[src/rtl/sc_pe_pkg.sv]
package sc_pe_pkg;

    typedef enum logic {
        PE_CHECK = 1'b0,
        PE_ADDSUB = 1'b1
    } pe_mode_e;

endpackage

[src/rtl/llr_mag.sv]
module llr_mag #(
    parameter int Q = 8
) (
    input  logic signed [Q-1:0] x,
    output logic        [Q-2:0] mag
);
    localparam logic [Q-1:0] MOST_NEG = {1'b1, {(Q-1){1'b0}}};

    logic [Q-1:0] negated;

    always_comb begin
        negated = -x;
        if (x == MOST_NEG)
            mag = {(Q-1){1'b1}};
        else if (x[Q-1])
            mag = negated[Q-2:0];
        else
            mag = x[Q-2:0];
    end
endmodule

[src/rtl/llr_fnode.sv]
module llr_fnode #(
    parameter int Q = 8
) (
    input  logic signed [Q-1:0] a,
    input  logic signed [Q-1:0] b,
    output logic signed [Q-1:0] res
);
    localparam int MW = Q - 1;

    logic signed [Q-1:0] ops [2];
    logic [MW-1:0] mags [2];
    logic [MW-1:0] smaller;
    logic flip;

    assign ops[0] = a;
    assign ops[1] = b;

    for (genvar k = 0; k < 2; k++) begin : g_mag
        llr_mag #(.Q(Q)) u_mag (.x(ops[k]), .mag(mags[k]));
    end

    always_comb begin
        smaller = (mags[0] < mags[1]) ? mags[0] : mags[1];
        flip    = a[Q-1] ^ b[Q-1];
        res     = flip ? -$signed({1'b0, smaller}) : $signed({1'b0, smaller});
    end
endmodule

[src/rtl/llr_gnode.sv]
module llr_gnode #(
    parameter int Q = 8
) (
    input  logic signed [Q-1:0] a,
    input  logic signed [Q-1:0] b,
    input  logic                psum,
    output logic signed [Q-1:0] res
);
    localparam logic [Q-1:0] TOP_POS = {1'b0, {(Q-1){1'b1}}};
    localparam logic [Q-1:0] TOP_NEG = {1'b1, {(Q-1){1'b0}}};

    logic signed [Q:0] ax, bx, wide;

    always_comb begin
        ax   = {a[Q-1], a};
        bx   = {b[Q-1], b};
        wide = psum ? (bx - ax) : (bx + ax);
        if (wide[Q] != wide[Q-1])
            res = wide[Q] ? TOP_NEG : TOP_POS;
        else
            res = wide[Q-1:0];
    end
endmodule

[src/rtl/hard_decide.sv]
module hard_decide #(
    parameter int Q = 8
) (
    input  logic signed [Q-1:0] llr,
    input  logic                frozen,
    output logic                bit_est
);
    always_comb begin
        if (frozen)
            bit_est = 1'b0;
        else
            bit_est = llr[Q-1] || (llr == '0);
    end
endmodule

[src/rtl/sc_pe.sv]
module sc_pe
    import sc_pe_pkg::*;
#(
    parameter int Q = 8
) (
    input  logic                clk,
    input  logic                rst_n,
    input  logic                in_valid,
    input  logic                mode,
    input  logic signed [Q-1:0] llr_a,
    input  logic signed [Q-1:0] llr_b,
    input  logic                psum,
    input  logic                frozen,
    output logic                out_valid,
    output logic signed [Q-1:0] llr_out,
    output logic                bit_out
);
    pe_mode_e            sel;
    logic signed [Q-1:0] f_res, g_res, nxt_llr;
    logic                nxt_bit;

    assign sel = pe_mode_e'(mode);

    llr_fnode #(.Q(Q)) u_fnode (.a(llr_a), .b(llr_b), .res(f_res));
    llr_gnode #(.Q(Q)) u_gnode (.a(llr_a), .b(llr_b), .psum(psum), .res(g_res));

    always_comb begin
        unique case (sel)
            PE_CHECK:  nxt_llr = f_res;
            PE_ADDSUB: nxt_llr = g_res;
            default:   nxt_llr = f_res;
        endcase
    end

    hard_decide #(.Q(Q)) u_dec (.llr(nxt_llr), .frozen(frozen), .bit_est(nxt_bit));

    always_ff @(posedge clk or negedge rst_n) begin
        if (!rst_n) begin
            out_valid <= 1'b0;
            llr_out   <= '0;
            bit_out   <= 1'b0;
        end else begin
            out_valid <= in_valid;
            if (in_valid) begin
                llr_out <= nxt_llr;
                bit_out <= nxt_bit;
            end
        end
    end


    f_sign_chk: assert property (@(posedge clk) disable iff (!rst_n)
        (out_valid && !$past(mode) && ($past(llr_a[Q-1]) == $past(llr_b[Q-1])))
        |-> !llr_out[Q-1]);


    g_no_wrap_chk: assert property (@(posedge clk) disable iff (!rst_n)
        (out_valid && $past(mode) && !$past(psum) && !$past(llr_a[Q-1]) && !$past(llr_b[Q-1]))
        |-> !llr_out[Q-1]);


    g_neg_no_wrap_chk: assert property (@(posedge clk) disable iff (!rst_n)
        (out_valid && $past(mode) && !$past(psum) && $past(llr_a[Q-1]) && $past(llr_b[Q-1]))
        |-> llr_out[Q-1]);


    hold_chk: assert property (@(posedge clk) disable iff (!rst_n)
        !in_valid |=> ($stable(llr_out) && $stable(bit_out) && !out_valid));


    frozen_chk: assert property (@(posedge clk) disable iff (!rst_n)
        (out_valid && $past(frozen)) |-> !bit_out);


    decide_chk: assert property (@(posedge clk) disable iff (!rst_n)
        (out_valid && !$past(frozen) && llr_out[Q-1]) |-> bit_out);

endmodule

[config.mk]
export PLATFORM = sky130hd
export DESIGN_NAME = sc_pe
export DESIGN_NICKNAME = d
export VERILOG_FILES = /design/src/rtl/sc_pe_pkg.sv /design/src/rtl/llr_mag.sv /design/src/rtl/llr_fnode.sv /design/src/rtl/llr_gnode.sv /design/src/rtl/hard_decide.sv /design/src/rtl/sc_pe.sv
export SDC_FILE = /design/constraint.sdc
export NUM_CORES = 1
export LEC_CHECK = 0
export ABC_AREA = 1
export BUFFER_PORTS_ARGS = -buffer_cell sky130_fd_sc_hd__clkbuf_2
export CAP_MARGIN = 20
export CORE_ASPECT_RATIO = 2
export CORE_MARGIN = 2
export CORE_UTILIZATION = 51
export DETAILED_ROUTE_END_ITERATION = 8
export GPL_ROUTABILITY_DRIVEN = 0
export HOLD_SLACK_MARGIN = 0.06
export MAX_ROUTING_LAYER = met4
export PLACE_DENSITY_LB_ADDON = 0.05
export SYNTH_ARGS = -nofsm -noshare
export SYNTH_HDL_FRONTEND = slang
export SYNTH_SLANG_ARGS = --single-unit
[constraint.sdc]
create_clock -name clk -period 1.6 [get_ports clk]
set_input_delay 0.08 -clock clk [delete_from_list [all_inputs] [get_ports clk]]
set_output_delay 0.08 -clock clk [all_outputs]
set_load 0.05 [all_outputs]
# == After elaboration in Yosys (flattened, before gate mapping) ==
# Cells that the tools add are included.
# totals
wordCells,27
register_bits,10
output_inout_bits,10
in_bits,22
# op_classes
n_eq_ne,3
add_sub_neg,5
n_mux,11
n_bitwise,2
reduce_logical,2
order_cmp,1
# ops
operator,count
2-to-1 mux 7 bit,5
2-to-1 mux 8 bit,3
"== test 8 bit, second input constant",2
case mux 8 bit (2 select lines),1
negation 7 bit,2
adder 8 x 8 -> 9 bit,1
2-to-1 mux 9 bit,1
subtractor 8 x 8 -> 9 bit,1
zero test 8 bit,1
negation 7 -> 8 bit,1
less-than comparator 7 bit,1
logical OR 1 bit,1
2-to-1 mux 1 bit,1
inequality test 1 bit,1
inverter 1 bit,1
XOR 1 bit,1

# == Depth between registers and ports, before layout ==
# depth
depth_word,11
depth_mapped,29
ltp_nobuf,29

# == Modules after synthesis ==
# From an unflattened synthesis, not the netlist that was laid out.
# hier_totals
hier_cells,367
hier_area_um2,2318.5
# modules_own_cells
module,seq_area_each_um2,cells_per_inst,area_per_inst_um2,n_inst
llr_gnode,0.0,112,726.9,1
sc_pe,250.2,81,568.0,1
llr_fnode,0.0,93,524.3,1
llr_mag,0.0,36,232.7,2
hard_decide,0.0,9,33.8,1

# == Worst setup path before layout ==
# No wires, ideal clock.
# synth_path
path_kind,in2reg
startpoint,input llr_a[1]
endpoint,register bit_out
n_path_buf,0
required_time_ps,1534
arrival_ps,2896
path_stages,28
setup_ps,66
slack_ps,-1362
cell_sequence,inv_1 -> ha_1 -> nand2_2 -> xor2_1 -> inv_1 -> nor2_1 -> nor3_1 -> inv_1 -> ha_1 -> a21o_1 -> nand3_1 -> nand2_1 -> inv_4 -> nand2_8 -> nand2_1 -> nand2_2 -> ha_1 -> o21ai_0 -> inv_1 -> nand2_1 -> nand3_1 -> nor2_1 -> nand3_1 -> nor2_1 -> nand2_1 -> nand2_1 -> nand2_1 -> nand2_1
# synth_via
elab_chain_cells,11
word_cells_on_any_way,18
classes_between,add/sub: 4; order compare: 1; eq/ne: 2; mux: 9; reduce/logical: 2
# synth_lines
item,line,source
from (decl),sc_pe.sv:10,"input logic signed [Q-1:0] llr_a,"
negation 7 bit,llr_mag.sv:12,negated = -x;
2-to-1 mux 7 bit,llr_mag.sv:15,else if (x[Q-1])
2-to-1 mux 7 bit,llr_mag.sv:13,if (x == MOST_NEG)
less-than comparator 7 bit,llr_fnode.sv:23,smaller = (mags[0] < mags[1]) ? mags[0] : mags[1];
2-to-1 mux 7 bit,llr_fnode.sv:23,
negation 7 -> 8 bit,llr_fnode.sv:25,"res = flip ? -$signed({1'b0, smaller}) : $signed({1'b0, smaller});"
2-to-1 mux 8 bit,llr_fnode.sv:25,
case mux 8 bit (2 select lines) (*),sc_pe.sv:28,unique case (sel)
zero test 8 bit,hard_decide.sv:12,bit_est = llr[Q-1] || (llr == '0);
logical OR 1 bit (*),hard_decide.sv:12,
2-to-1 mux 1 bit (*),hard_decide.sv:9,if (frozen)
to (signal assigned),sc_pe.sv:46,bit_out <= nxt_bit;
to (decl),sc_pe.sv:16,output logic bit_out
# Every way passes the cells marked *; elsewhere a longest branch is shown, timed or not.
# A chain may end at the register's enable or synchronous reset.

# == Worst setup path in the final report ==
# layout_path
startpoint,input llr_b[0]
endpoint,register bit_out
# layout_via
elab_chain_cells,11
word_cells_on_any_way,18
classes_between,add/sub: 4; order compare: 1; eq/ne: 2; mux: 9; reduce/logical: 2
# layout_lines
item,line,source
from (decl),sc_pe.sv:11,"input logic signed [Q-1:0] llr_b,"
negation 7 bit,llr_mag.sv:12,
2-to-1 mux 7 bit,llr_mag.sv:15,
2-to-1 mux 7 bit,llr_mag.sv:13,
less-than comparator 7 bit,llr_fnode.sv:23,
2-to-1 mux 7 bit,llr_fnode.sv:23,
negation 7 -> 8 bit,llr_fnode.sv:25,
2-to-1 mux 8 bit,llr_fnode.sv:25,
case mux 8 bit (2 select lines) (*),sc_pe.sv:28,
zero test 8 bit,hard_decide.sv:12,
logical OR 1 bit (*),hard_decide.sv:12,
2-to-1 mux 1 bit (*),hard_decide.sv:9,
# Marked as above.

==> out/results.txt <==
Status: finished with violations
Violated checks: setup timing
Nets: 503
Die Ht: 91.8 µm
Port Buf Inserts: 31
CTS max path bufs: 2
Fin crit share: 203%
CP startpoint kind: input port
Number of routed nets with antenna violations: 0
Yosys cell types: 33
WL met1: 3.46 mm
Final Hold Fails: 0
Wire per inst: 20.0 µm
Routed vias/inst: 5.94
Initial antenna violation count: 0
Routed wire length: 10.3 mm
Yosys top cell area share: 15.3%
Max stage delay on crit path: 0.29 ns
Crit path top cell by count: nand2_1
HP Start: frozen
#FFs+latches synth: 10
Global route total overflow: 0
CTS Sinks: 10
Highest net fanout along the worst path: 4
Slew HR: 60.4%
Final core utilization: 93.7%
RSZ-0062 raised after global routing: true
Final Max Slew Viols: 0
Max Cap Viol: 0
Slowest CP cell: ha_4
Ranking of synthesized cells by area: nand2_1 (15%), dfrtp_1 (13%), ha_1 (9.5%), inv_1 (6.9%), nor2_1 (6.9%)
Worst-path clk slew: 0.06 ns
Placement-stage cell area: 2870 µm²
Worst Skew: 0 ns
Net count after synthesis: 359
Antenna Cells: 0
Final Non-Filler Cells: 515
Reg2reg path depth: 2
Max rail drop VDD: 0.00106 V
Max Clk Rate: 0.308 GHz
Number of global-route vias before repair: 2851
Share of cells above drive strength 1: 54.5%
Cell row count: 32
Pin count of the biggest net entering global routing: 15
CP required: 1.79 ns
Hold Path Class: in2reg
1st-iter DRT viols: 220
Core Area: 3760 µm²
FF/Latch Area: 250 µm²
Dpl cells: 485
Met2 Wirelength: 5.07 mm
Die X: 47.9 µm
Power Density: 836 nW/µm²
Worst Hold Depth: 4
Total GRT Usage: 39.1%
Worst Tran Pin Value: 0.593 ns
Top routing layer in use: met4
Multi-input combinational cell area: 1900 µm²
Worst reg-to-reg setup slack: 0.86 ns
Async set-or-reset flop fraction in the synthesized netlist: 100%
Worst-Skew Late Latency: 0.25 ns
Post-route cell area: 3530 µm²
Commonest non-fill, non-tap cell in the layout: buf_4
Starting Density: 52.2%
Met3 WL: 896 µm
Dpl hpwl: 5.20 mm
Critical R2R Capture: llr_out[6]
Hold Path Sink: bit_out
Synth Cell Area: 1970 µm²
Worst hold slack: 0.117 ns
Critical path endpoint category: flop
Die Area: 4400 µm²
Synth Flop Type: dfrtp_1
DRC violations left: 0
Max H-tree Level: 1
Critical path class: in2reg
Setup-failing EPs final: 9
Pwr Total: 2.95 mW
Seq/Total Area, Yosys: 12.7%
Reg2Reg Launch Point: llr_out[6]
Largest area contributor in the netlist: nand2_1
Area Growth Syn to Fin: 79.4%
CTS Buf Count: 3
Fill count: 138
First-pass GRT wire length: 12.4 mm
Fin crit period: 3.24 ns
Mean Syn Cell Area: 6.12 µm²
Post-synth EDFFs: 0
Final worst slack: -1.64 ns
Leakage dissipation: 1.85 nW
Ports: 32
Worst Setup SP: llr_b[0]
Post-Syn Instances: 321
Most frequent cells in the layout: buf_4 (97), nand2_1 (67), inv_1 (31), nor2_1 (29), clkbuf_2 (28)
Pre-antenna DRT Iters: 6
Clock Tree Root: clkbuf_8
DR vias: 3058
Worst EP arrival: 3.43 ns
CTS tree: done
Yosys warnings: 0
## where the power goes
| part | switching (mW) | total (mW) | leakage [nW] | internal [mW] |
|---|---|---|---|---|
| Sequential | 0.0362 | 0.346 | 0.116 | 0.310 |
| Clock | 0.116 | 0.334 | 0.0288 | 0.217 |
| Combinational | 1.32 | 2.27 | 1.71 | 0.944 |
| Total | 1.48 | 2.95 | 1.85 | 1.47 |
## flip-flops by register name, summed over array words and instances, names as in the netlist
register   count
llr_out        8
bit_out        1
out_valid      1
## cells in the mapped netlist (3+ instances only)
library cell / n
inv_1: 36
nand3_1: 26
ha_1: 15
nand2_2: 16
a21oi_1: 17
nor2_2: 4
xnor2_1: 5
nor2_1: 36
nand2_1: 80
o21ai_0: 16
nor2_4: 5
a31oi_1: 6
inv_4: 3
nor3_1: 4
dfrtp_1: 10
inv_2: 4
nand3_2: 7
xor2_1: 12
## layer usage
metal,track usage [%],vias to the layer above
li1,-,1325
met1,38.4,1394
met2,65.6,241
met3,12.0,98
met4,17.8,0
met5,-,-
## final cells by class
type	instances	area share, %
Multi-Input combinational cell	263	53.8
Sequential cell	10	7.10
Tap cell	51	1.81
Timing Repair Buffer	144	30.7
Clock buffer	4	1.56
Inverter	43	5.04
## worst max-delay path, delay by kind of cell
family / cells / cell delay (ns)
buffers and inverters: 4 / 0.40
AO/OA/AOI/OAI: 1 / 0.15
AND/OR/NAND/NOR: 19 / 2.10
adder cells (fa/ha/maj): 3 / 0.70
## per-stage QoR
stage          setup TNS [ns]  setup slack (ns)
6_report               -11.73             -1.64
2_1_floorplan           -7.33             -1.15
3_3_place_gp           -11.15             -1.42
5_1_grt                -14.62             -2.05
4_1_cts                 -8.31             -1.08
3_5_place_dp           -11.83             -1.49
## worst max path at each step
| stage | end | depth (start not counted) |
|---|---|---|
| 4_1_cts | bit_out | 27 |
| 3_3_place_gp | bit_out | 26 |
| 3_5_place_dp | bit_out | 26 |
| 5_1_grt | bit_out | 27 |
| 2_1_floorplan | bit_out | 28 |
| 6_report | bit_out | 27 |
## cells by family (layout without fill, tap and decap cells)
group / Yosys count / in the layout / synth area share (%)
muxes: 1 / 1 / 0.509
and+or+nand+nor: 183 / 183 / 45.3
xor gates and xnor gates: 17 / 17 / 7.57
AOI/OAI and AO/OA: 46 / 46 / 13.0
DFF: 10 / 10 / 12.7
buffers and inverters: 48 / 191 / 10.3
adders and majority gates: 16 / 16 / 10.6
## what timing repair did
action / 4_1_cts / 5_1_grt
pin swaps: 29 / 27
buffers inserted: 17 / 11
resized for setup: 51 / 51
hold buffers: 1 / 0
setup endpoints to repair: 9 / 9
hold endpoints to repair: 10 / 0
Power figures use the tool's default switching activity.
